[src/rtl/psram_pkg.sv]
package psram_pkg;

    typedef enum logic [2:0] {
        ST_IDLE,
        ST_SETUP,
        ST_ACCESS,
        ST_HOLD,
        ST_RECOVER
    } seq_state_e;

endpackage

[src/rtl/psram_timer.sv]
module psram_timer #(
    parameter int CNT_W = 4
) (
    input  logic             clk,
    input  logic             rst_n,
    input  logic             load,
    input  logic [CNT_W-1:0] load_val,
    input  logic             run,
    output logic             last
);

    logic [CNT_W-1:0] cnt_d, cnt_q;

    always_comb begin
        cnt_d = cnt_q;
        if (load) begin
            cnt_d = load_val;
        end else if (run && (cnt_q != '0)) begin
            cnt_d = cnt_q - CNT_W'(1);
        end
    end

    always_ff @(posedge clk) begin
        if (!rst_n) cnt_q <= '0;
        else        cnt_q <= cnt_d;
    end

    assign last = (cnt_q == '0);

endmodule

[src/rtl/psram_lane_gate.sv]
module psram_lane_gate #(
    parameter int LANES = 2
) (
    input  logic [LANES*8-1:0] din,
    input  logic [LANES-1:0]   sel,
    output logic [LANES*8-1:0] dout
);

    for (genvar g = 0; g < LANES; g++) begin : g_lane
        assign dout[g*8 +: 8] = sel[g] ? din[g*8 +: 8] : 8'h00;
    end

endmodule

[src/rtl/psram_seq.sv]
module psram_seq
    import psram_pkg::*;
#(
    parameter int ADDR_W = 17,
    parameter int DATA_W = 16,
    parameter int CNT_W  = 4
) (
    input  logic                clk,
    input  logic                rst_n,
    input  logic [CNT_W-1:0]    cfg_access_cycles,
    input  logic [CNT_W-1:0]    cfg_hold_cycles,
    input  logic                req_valid,
    output logic                req_ready,
    input  logic                req_write,
    input  logic [ADDR_W-1:0]   req_addr,
    input  logic [DATA_W/8-1:0] req_mask,
    input  logic [DATA_W-1:0]   req_wdata,
    output logic                ack,
    output logic                rd_valid,
    output logic [DATA_W-1:0]   rd_data,
    output logic [ADDR_W-1:0]   mem_addr,
    output logic                mem_ce_n,
    output logic                mem_we_n,
    output logic                mem_oe_n,
    output logic [DATA_W/8-1:0] mem_be_n,
    output logic [DATA_W-1:0]   mem_dq_o,
    output logic                mem_dq_oe,
    input  logic [DATA_W-1:0]   lane_rdata,
    output logic [DATA_W/8-1:0] lane_sel,
    output logic                tmr_load,
    output logic [CNT_W-1:0]    tmr_load_val,
    output logic                tmr_run,
    input  logic                tmr_last
);

    localparam int LANES = DATA_W / 8;

    typedef struct packed {
        seq_state_e        st;
        logic [ADDR_W-1:0] addr;
        logic [LANES-1:0]  mask;
        logic              wr;
        logic [DATA_W-1:0] wdata;
        logic              ce_n;
        logic              we_n;
        logic              oe_n;
        logic [LANES-1:0]  be_n;
        logic              dq_oe;
        logic              ack;
        logic              rd_valid;
        logic [DATA_W-1:0] rdata;
    } seq_regs_t;

    localparam seq_regs_t RESET_VAL = '{
        st: ST_IDLE, addr: '0, mask: '0, wr: 1'b0, wdata: '0,
        ce_n: 1'b1, we_n: 1'b1, oe_n: 1'b1, be_n: '1, dq_oe: 1'b0,
        ack: 1'b0, rd_valid: 1'b0, rdata: '0
    };

    seq_regs_t r_d, r_q;
    logic [CNT_W-1:0] access_m1;
    logic [CNT_W-1:0] hold_m1;

    assign access_m1 = (cfg_access_cycles == '0) ? '0 : cfg_access_cycles - CNT_W'(1);
    assign hold_m1   = cfg_hold_cycles - CNT_W'(1);

    always_comb begin
        r_d          = r_q;
        r_d.ack      = 1'b0;
        r_d.rd_valid = 1'b0;
        tmr_load     = 1'b0;
        tmr_load_val = '0;
        tmr_run      = 1'b0;
        unique case (r_q.st)
            ST_IDLE: begin
                if (req_valid) begin
                    r_d.addr  = req_addr;
                    r_d.mask  = req_mask;
                    r_d.wr    = req_write;
                    r_d.wdata = req_wdata;
                    if (req_mask == '0) begin
                        r_d.st  = ST_RECOVER;
                        r_d.ack = 1'b1;
                    end else begin
                        r_d.st    = ST_SETUP;
                        r_d.be_n  = ~req_mask;
                        r_d.we_n  = ~req_write;
                        r_d.oe_n  = req_write;
                        r_d.dq_oe = req_write;
                    end
                end
            end
            ST_SETUP: begin
                r_d.ce_n     = 1'b0;
                r_d.st       = ST_ACCESS;
                tmr_load     = 1'b1;
                tmr_load_val = access_m1;
            end
            ST_ACCESS: begin
                tmr_run = 1'b1;
                if (tmr_last) begin
                    r_d.ce_n = 1'b1;
                    r_d.we_n = 1'b1;
                    r_d.oe_n = 1'b1;
                    r_d.be_n = '1;
                    if (r_q.wr) begin
                        if (cfg_hold_cycles != '0) begin
                            r_d.st       = ST_HOLD;
                            tmr_load     = 1'b1;
                            tmr_load_val = hold_m1;
                        end else begin
                            r_d.dq_oe = 1'b0;
                            r_d.ack   = 1'b1;
                            r_d.st    = ST_RECOVER;
                        end
                    end else begin
                        r_d.rdata    = lane_rdata;
                        r_d.rd_valid = 1'b1;
                        r_d.ack      = 1'b1;
                        r_d.st       = ST_RECOVER;
                    end
                end
            end
            ST_HOLD: begin
                tmr_run = 1'b1;
                if (tmr_last) begin
                    r_d.dq_oe = 1'b0;
                    r_d.ack   = 1'b1;
                    r_d.st    = ST_RECOVER;
                end
            end
            ST_RECOVER: begin
                r_d.st = ST_IDLE;
            end
            default: begin
                r_d = RESET_VAL;
            end
        endcase
    end

    always_ff @(posedge clk) begin
        if (!rst_n) r_q <= RESET_VAL;
        else        r_q <= r_d;
    end

    assign req_ready = (r_q.st == ST_IDLE);
    assign ack       = r_q.ack;
    assign rd_valid  = r_q.rd_valid;
    assign rd_data   = r_q.rdata;
    assign mem_addr  = r_q.addr;
    assign mem_ce_n  = r_q.ce_n;
    assign mem_we_n  = r_q.we_n;
    assign mem_oe_n  = r_q.oe_n;
    assign mem_be_n  = r_q.be_n;
    assign mem_dq_o  = r_q.wdata;
    assign mem_dq_oe = r_q.dq_oe;
    assign lane_sel  = r_q.mask;

    assert_no_drive_oe_low_R6: assert property (@(posedge clk) disable iff (!rst_n)
        mem_dq_oe |-> mem_oe_n);

    assert_turnaround_R6: assert property (@(posedge clk) disable iff (!rst_n)
        $rose(mem_dq_oe) |-> $past(mem_oe_n));

    assert_read_we_high_R7: assert property (@(posedge clk) disable iff (!rst_n)
        (!mem_ce_n && !mem_oe_n) |-> mem_we_n);

    assert_addr_stable_R7: assert property (@(posedge clk) disable iff (!rst_n)
        (!mem_ce_n && !$past(mem_ce_n)) |-> $stable(mem_addr));

    assert_ce_needs_lane_R4: assert property (@(posedge clk) disable iff (!rst_n)
        !mem_ce_n |-> (mem_be_n != '1));

    assert_recovery_gap_R8: assert property (@(posedge clk) disable iff (!rst_n)
        $rose(mem_ce_n) |=> mem_ce_n);

    assert_ack_not_ready_R8: assert property (@(posedge clk) disable iff (!rst_n)
        ack |-> !req_ready);

    assert_empty_mask_noop_R9: assert property (@(posedge clk) disable iff (!rst_n)
        (req_ready && req_valid && (req_mask == '0)) |=> (ack && mem_ce_n && !rd_valid));

endmodule

[src/rtl/psram_ctrl.sv]
module psram_ctrl #(
    parameter int ADDR_W = 17,
    parameter int DATA_W = 16,
    parameter int CNT_W  = 4
) (
    input  logic                clk,
    input  logic                rst_n,
    input  logic [CNT_W-1:0]    cfg_access_cycles,
    input  logic [CNT_W-1:0]    cfg_hold_cycles,
    input  logic                req_valid,
    output logic                req_ready,
    input  logic                req_write,
    input  logic [ADDR_W-1:0]   req_addr,
    input  logic [DATA_W/8-1:0] req_mask,
    input  logic [DATA_W-1:0]   req_wdata,
    output logic                ack,
    output logic                rd_valid,
    output logic [DATA_W-1:0]   rd_data,
    output logic [ADDR_W-1:0]   mem_addr,
    output logic                mem_ce_n,
    output logic                mem_we_n,
    output logic                mem_oe_n,
    output logic [DATA_W/8-1:0] mem_be_n,
    output logic [DATA_W-1:0]   mem_dq_o,
    output logic                mem_dq_oe,
    input  logic [DATA_W-1:0]   mem_dq_i
);

    localparam int LANES = DATA_W / 8;

    logic [DATA_W-1:0] lane_rdata;
    logic [LANES-1:0]  lane_sel;
    logic              tmr_load;
    logic [CNT_W-1:0]  tmr_load_val;
    logic              tmr_run;
    logic              tmr_last;

    psram_seq #(.ADDR_W(ADDR_W), .DATA_W(DATA_W), .CNT_W(CNT_W)) u_seq (
        .clk               (clk),
        .rst_n             (rst_n),
        .cfg_access_cycles (cfg_access_cycles),
        .cfg_hold_cycles   (cfg_hold_cycles),
        .req_valid         (req_valid),
        .req_ready         (req_ready),
        .req_write         (req_write),
        .req_addr          (req_addr),
        .req_mask          (req_mask),
        .req_wdata         (req_wdata),
        .ack               (ack),
        .rd_valid          (rd_valid),
        .rd_data           (rd_data),
        .mem_addr          (mem_addr),
        .mem_ce_n          (mem_ce_n),
        .mem_we_n          (mem_we_n),
        .mem_oe_n          (mem_oe_n),
        .mem_be_n          (mem_be_n),
        .mem_dq_o          (mem_dq_o),
        .mem_dq_oe         (mem_dq_oe),
        .lane_rdata        (lane_rdata),
        .lane_sel          (lane_sel),
        .tmr_load          (tmr_load),
        .tmr_load_val      (tmr_load_val),
        .tmr_run           (tmr_run),
        .tmr_last          (tmr_last)
    );

    psram_timer #(.CNT_W(CNT_W)) u_timer (
        .clk      (clk),
        .rst_n    (rst_n),
        .load     (tmr_load),
        .load_val (tmr_load_val),
        .run      (tmr_run),
        .last     (tmr_last)
    );

    psram_lane_gate #(.LANES(LANES)) u_gate (
        .din  (mem_dq_i),
        .sel  (lane_sel),
        .dout (lane_rdata)
    );

endmodule

[config.mk]
export PLATFORM = sky130hd
export DESIGN_NAME = psram_ctrl
export DESIGN_NICKNAME = d
export VERILOG_FILES = /design/src/rtl/psram_pkg.sv /design/src/rtl/psram_timer.sv /design/src/rtl/psram_lane_gate.sv /design/src/rtl/psram_seq.sv /design/src/rtl/psram_ctrl.sv
export SDC_FILE = /design/constraint.sdc
export NUM_CORES = 1
export LEC_CHECK = 0
export BUFFER_PORTS_ARGS = -buffer_cell sky130_fd_sc_hd__buf_2
export CAP_MARGIN = 20
export CORE_UTILIZATION = 45
export DETAILED_ROUTE_END_ITERATION = 12
export MAX_ROUTING_LAYER = met4
export PLACE_DENSITY = 0.77
export SYNTH_ARGS = -nofsm -noshare
export SYNTH_HDL_FRONTEND = slang
export SYNTH_HIERARCHICAL = 1
export SYNTH_SLANG_ARGS = --single-unit
[constraint.sdc]
create_clock -name clk -period 2.21 [get_ports clk]
set_clock_uncertainty 0.1 [all_clocks]
set_input_delay 0.1105 -clock clk [delete_from_list [all_inputs] [get_ports clk]]
set_output_delay 0.1105 -clock clk [all_outputs]
set_load 0.02 [all_outputs]
=== Word-level counts from Yosys, hierarchy flattened ===
Cells that the tools add are included.

* Flip-flop bits (word level): 67
* Bits of input ports: 63

* $add $sub $neg: 3
* Equal/unequal tests: 11
* Mux-type cells: 35
* Bitwise logic cells: 7
* Reductions and logical operators: 20

{| class="wikitable"
|+ Operators by type and width
! operator !! count
|-
| 36-bit case mux with 2 select lines || 1
|-
| 39-bit two-way mux || 1
|-
| 17-bit case mux with 2 select lines || 1
|-
| 24-bit two-way mux || 1
|-
| 4-bit two-way mux || 6
|-
| 17-bit two-way mux || 1
|-
| 8-bit two-way mux || 2
|-
| 3-bit two-way mux || 5
|-
| 2-bit inequality test, second input constant || 6
|-
| 3-bit case mux with 4 select lines || 1
|-
| 4-bit case mux with 3 select lines || 1
|-
| 4-bit by 1-bit subtractor with 4-bit output, second input constant || 3
|-
| 4-bit zero test || 2
|-
| 2-bit case mux with 4 select lines || 1
|-
| 4-bit case mux with 2 select lines || 1
|-
| 4-bit nonzero test || 2
|-
| 4-bit OR reduction || 2
|-
| 1-bit two-way mux || 7
|-
| 7-bit AND reduction || 1
|-
| 3-bit by 2-bit == test with 1-bit output, second input constant || 2
|-
| 6-bit two-way mux || 1
|-
| 1-bit NOT || 6
|-
| 3-bit AND reduction || 2
|-
| 3-bit OR reduction || 2
|-
| other kinds (15) || 18
|}

=== Depth between registers and ports, before layout ===
* Depth after elaboration: 6
* Mapped depth: 11
* Gate-level depth less buffers: 11

=== Hierarchy ===
Netlist, hierarchy kept.

{| class="wikitable"
|+ Modules (own cells, without submodules)
! module !! times used !! cells each !! area an instance (um^2) !! seq. area each (um^2)
|-
| psram_seq || 1 || 296 || 2912.8 || 1261.2
|-
| psram_timer || 1 || 31 || 256.5 || 80.1
|-
| psram_lane_gate || 1 || 16 || 100.1 || 0.0
|}

=== Worst setup path before layout ===
Ideal clock, no wire load.

* Kind: register to register
* Start: reg u_timer.cnt_q[0]
* End: reg u_seq.r_q, in the netlist u_seq/rd_data[10]
* Arrival time: 1.865 ns
* Setup slack: 0.128 ns
* Cell stages (with the launch flop): 10
* Period minus slack after synthesis: 2.082 ns
* Cell sequence: dfxtp_1 inv_1 ha_1 or3b_4 clkinv_2 nor3b_1 nor2_1 o21a_1 buf_2 a22o_1

* Word-level cells in the longest chain between the ends: 3

{| class="wikitable"
|+ Ends and longest elaborated chain
! element !! line !! source
|-
| start, declared || psram_timer.sv:12 || <nowiki>logic [CNT_W-1:0] cnt_d, cnt_q;</nowiki>
|-
| start signal, assigned || psram_timer.sv:25 || <nowiki>else cnt_q <= cnt_d;</nowiki>
|-
| 4-bit zero test || psram_timer.sv:28 || <nowiki>assign last = (cnt_q == '0);</nowiki>
|-
| net tmr_last || psram_ctrl.sv:36 || <nowiki>logic tmr_last;</nowiki>
|-
| 2-bit inequality test (no source line) || -- ||
|-
| 3-bit AND reduction (no source line) || -- ||
|-
| end signal, assigned || psram_seq.sv:143 || <nowiki>else r_q <= r_d;</nowiki>
|-
| end, declared || psram_seq.sv:60 || <nowiki>seq_regs_t r_d, r_q;</nowiki>
|}

The timed path passes the listed nets, and every way through them passes these cells.
A chain may end at the register's enable or synchronous reset.

=== Final worst setup path ===
* Start: reg u_timer.cnt_q[1]
* End: reg u_timer.cnt_q[2]

* Word-level cells in the longest chain between the ends: 4
* Elaborated cells on any way between the ends: 11
* Classes of those cells: add/sub (1); mux (6); reduce/logical (4)

{| class="wikitable"
|+ Ends and longest elaborated chain
! element !! line !! source
|-
| 4-bit zero test || psram_timer.sv:28 ||
|-
| net tmr_last || psram_ctrl.sv:36 ||
|-
| 4-bit two-way mux || psram_seq.sv:101 || <nowiki>if (tmr_last) begin</nowiki>
|-
| 4-bit case mux with 2 select lines || psram_seq.sv:74 || <nowiki>unique case (r_q.st)</nowiki>
|-
| net tmr_load_val[2] || psram_ctrl.sv:34 || <nowiki>logic [CNT_W-1:0] tmr_load_val;</nowiki>
|-
| 4-bit two-way mux || psram_timer.sv:16 || <nowiki>if (load) begin</nowiki>
|}

The timed path passes the listed nets, and every way through them passes these cells. The select of a mux whose other input is x is not followed.

==> results.yml <==
cts:
  clk_latency_ns: 0.33
  clock_sink_count: 67
  htree_levels: 3
  cts_tree: "done"
  cts_made_buffers: 9
  ctsRootBufferMaster: "clkbuf_8"
  cts.path.max_buffers: 2
  cts.reportedPaths.clkPinSlew_ns: 0.07
power_and_ir_drop:
  ir_worst_vdd_mv: 0.426
  internal_power_mw: 2.27
  net-switching-power_mw: 0.943
  post-layout-total-power_mw: 3.21
  clockPowerShare: 0.315
  p_leak_nw: 1.94
  power.share.switching: 0.294
  power_frac_comb: 0.258
  power_frac_seq: 0.427
  power_density_nw_per_um2: 749
floorplan:
  start_util: 0.473
  die-area_sq_um: 7610
  die_x_microns: 87.2
  placementRows: 30
  floorplan.die.height_microns: 87.2
  boundaryPins: 121
  placeable_area_sq_um: 6910
yosys:
  synth-async-reset-ratio: 0
  synth-edff-count: 0
  post_synth_inst_count: 343
  synth_nets: 411
  synthesis.area_per_instance_sq_um: 9.53
  synth_seq_cells: 67
  yosys.area.top_type_share: 0.410
  sequential_cell_area_fraction_in_the_yosys_report: 0.410
  synth_area_sq_um: 3270
  netlist-cell-type-count: 45
  synthTopCellsByArea: "dfxtp_1 41%, buf_4 14%, a22oi_1 8.3%"
  synth-warning-count: 6
  synth_commonest_cells: "67 x dfxtp_1, 59 x buf_4, 40 x nor2b_1, 36 x a22oi_1"
  yosys_most_used_dff: "dfxtp_1"
  synthDominantAreaCellType: "dfxtp_1"
  post-synth-top-count-cell: "dfxtp_1"
final_layout:
  layout.filler_cells: 593
  final_layout_size_suffix_gt1_frac: 0.367
  num_antenna_cells: 0
  design_area_sq_um: 4290
  growth_of_design_area_from_synthesis_to_finish_pct: 31.1
  nNetsFinal: 530
worst_setup_path:
  cp.required_ns: 2.35
  cp_slowest_cell: "or3b_4"
  reg2reg_from: "u_timer/cnt_q[1]"
  worst_setup_path_start_kind: "register"
  critical_path.n_buffers_inverters: 3
  nature_of_the_critical_path_endpoint: "register"
  timing.rr.end: "u_timer/cnt_q[2]"
  critical-path-top-cell-by-count: "inv_2"
  dominant_delay_contributor_by_cell_family_on_the_critical_path: "simple AND/OR/NAND/NOR gates"
  cp_slowest_stage_delay_ns: 0.40
  reg2reg_slack_ns: 0.04
  crit_arrival_ns: 2.31
  path_class: "reg2reg"
  timing.critical_path.fanout_max: 6
  worstRegToRegCells: 10
  path_cells: "inv_2 -> ha_4 -> or3b_4 -> inv_4 -> inv_2 -> nor2_4 -> nand4_1 -> o22ai_1 -> nor2_1 -> a311oi_1"
sta:
  rsz0062_at_grt: "yes"
  slew_violations: 0
  worstMarginPinSlew_ns: 0.526
  max_clk_rate_mhz: 461
  timing.max_slew.rel_slack: 0.649
  post-route-min-period_ns: 2.17
  min_period_over_period: 0.982
  report.final.setup_viol: 0
  timing.final.hold_violations: 0
place:
  total_of_buffers_placed_on_input_and_output_ports: 120
  detailed_place.area_sq_um: 3550
  dp_hpwl_mm: 4.85
  globalplace.congestion: 0.843
run_status:
  result_of_the_run: "finished clean"
grt:
  grt_pass1_wl_mm: 12.4
  grt_start_max_net_pins: 54
  groute.usage.overall: 0.218
  antenna_found_initial: 0
  gr-total-overflow: 0
  number_of_global_route_vias_before_repair: 2714
hold_path:
  hold_path_depth: 3
  worstHoldEndpoint: "u_seq/rd_data[14]"
  worstHoldPathType: "in2reg"
  worstHoldStart: "mem_dq_i[14]"
flow_run:
  maxCapViolCount: 0
detailed_routing:
  via_count: 2786
  detailedRoute.firstPassIterationCount: 4
  route.detailed.wl_per_inst_microns: 14.4
  drc: 0
  number_of_vias_per_cell: 4.96
  number_of_design_rule_violations_left_by_the_first_detailed_router_iteration: 203
  total_detailed_routing_wirelength_mm: 8.09
  ant_nets: 0
-- power groups by stage --
stage | sequential, mW | clock (mW) | combinational, mW
2_1_floorplan | 1.38 | 0 | 0.556
3_3_place_gp | 1.39 | 0 | 0.661
3_5_place_dp | 1.39 | 0 | 0.678
4_1_cts | 1.37 | 1.04 | 0.748
5_1_grt | 1.38 | 1.09 | 0.893
6_report | 1.37 | 1.01 | 0.828
-- placed cells by master, fill, tap and decap left out, types with 3 or more instances in the layout --
| cell | instances |
|---|---|
| buf_2 | 120 |
| dfxtp_1 | 66 |
| dlygate4sd3_1 | 44 |
| nor2b_1 | 40 |
| a22oi_1 | 36 |
| and2_1 | 16 |
| a22o_1 | 16 |
| buf_4 | 15 |
| clkbuf_8 | 11 |
| nor2_1 | 11 |
| nand2_1 | 8 |
| inv_1 | 7 |
| nor3_1 | 4 |
| inv_2 | 4 |
| xnor2_1 | 4 |
| ha_1 | 4 |
| o22ai_1 | 3 |
| a31oi_1 | 3 |
| mux2i_1 | 3 |
| nand2b_1 | 3 |
| nand3_1 | 3 |
-- sequential cells by signal, summed over array words and instances, names as in the netlist --
register,cells
u_seq/ack,1
u_seq/lane_sel,2
u_seq/mem_addr,17
u_seq/mem_be_n,2
u_seq/mem_ce_n,1
u_seq/mem_dq_o,16
u_seq/mem_dq_oe,1
u_seq/mem_oe_n,1
u_seq/mem_we_n,1
u_seq/r_q,4
u_seq/rd_data,16
u_seq/rd_valid,1
u_timer/cnt_q,4
-- layout make-up --
type	instances	area [sq um]	share of cell area
Sequential cell	67	1340	0.313
Inverter	12	47.5	0.0111
Timing Repair Buffer	179	1150	0.269
Multi-Input combinational cell	193	1430	0.333
Clock inverter	2	35.0	0.00818
Tap cell	96	120	0.0280
Clock buffer	13	159	0.0371
-- repair_timing --
item,4_1_cts,5_1_grt
pin swaps,2,7
hold endpoints to repair,44,0
resized for setup,3,13
buffers inserted,2,6
hold buffers,44,0
setup endpoints to repair,19,20
-- how the worst max path moves through the flow --
stage,from,end,slack (ns),cells past startpoint
3_3_place_gp,u_timer/cnt_q[1],u_seq/rd_data[9],0.05,8
4_1_cts,u_timer/cnt_q[0],u_timer/cnt_q[3],0.02,11
2_1_floorplan,u_timer/cnt_q[0],u_seq/rd_data[10],0.13,9
6_report,u_timer/cnt_q[1],u_timer/cnt_q[2],0.04,10
5_1_grt,u_timer/cnt_q[1],u_timer/cnt_q[3],-0.07,11
3_5_place_dp,u_timer/cnt_q[0],u_seq/rd_data[12],-0.08,8
-- per-layer routing --
layer	share of wire	GRT usage
met2	0.50	0.360
met3	0.057	0.0682
met5	0	-
met4	0.015	0.0775
met1	0.43	0.249
-- kinds of logic after synthesis --
family,Yosys count,synth area share
DFF,67,0.410
muxes,6,0.0218
adders and majority gates,5,0.0191
xor gates and xnor gates,4,0.0107
and+or+nand+nor,101,0.189
buffers and inverters,83,0.165
AOI/OAI and AO/OA,77,0.183
-- stage by stage --
step / hold WS, ns / worst slack [ns] / cells / setup TNS (ns) / util
floorplan: 0.128 / 0.128 / 343 / 0 / -
global placement: 0.267 / 0.0508 / 495 / 0 / 0.514
detailed placement: 0.281 / -0.0777 / 495 / -1.20 / 0.514
CTS: 0.00142 / 0.0206 / 556 / 0 / 0.609
global route: 0.0167 / -0.0711 / 562 / -0.145 / 0.620
finish: 0.0184 / 0.0399 / 562 / 0 / 0.620
-- worst reg2reg max path, stage by stage, from the launching register on --
cell and delay (ns):
dfxtp_2 0.34, inv_2 0.07, ha_4 0.13, or3b_4 0.40, inv_4 0.08, inv_2 0.05
nor2_4 0.10, nand4_1 0.25, o22ai_1 0.26, nor2_1 0.08, a311oi_1 0.23
(Power assumes the default switching activity.)
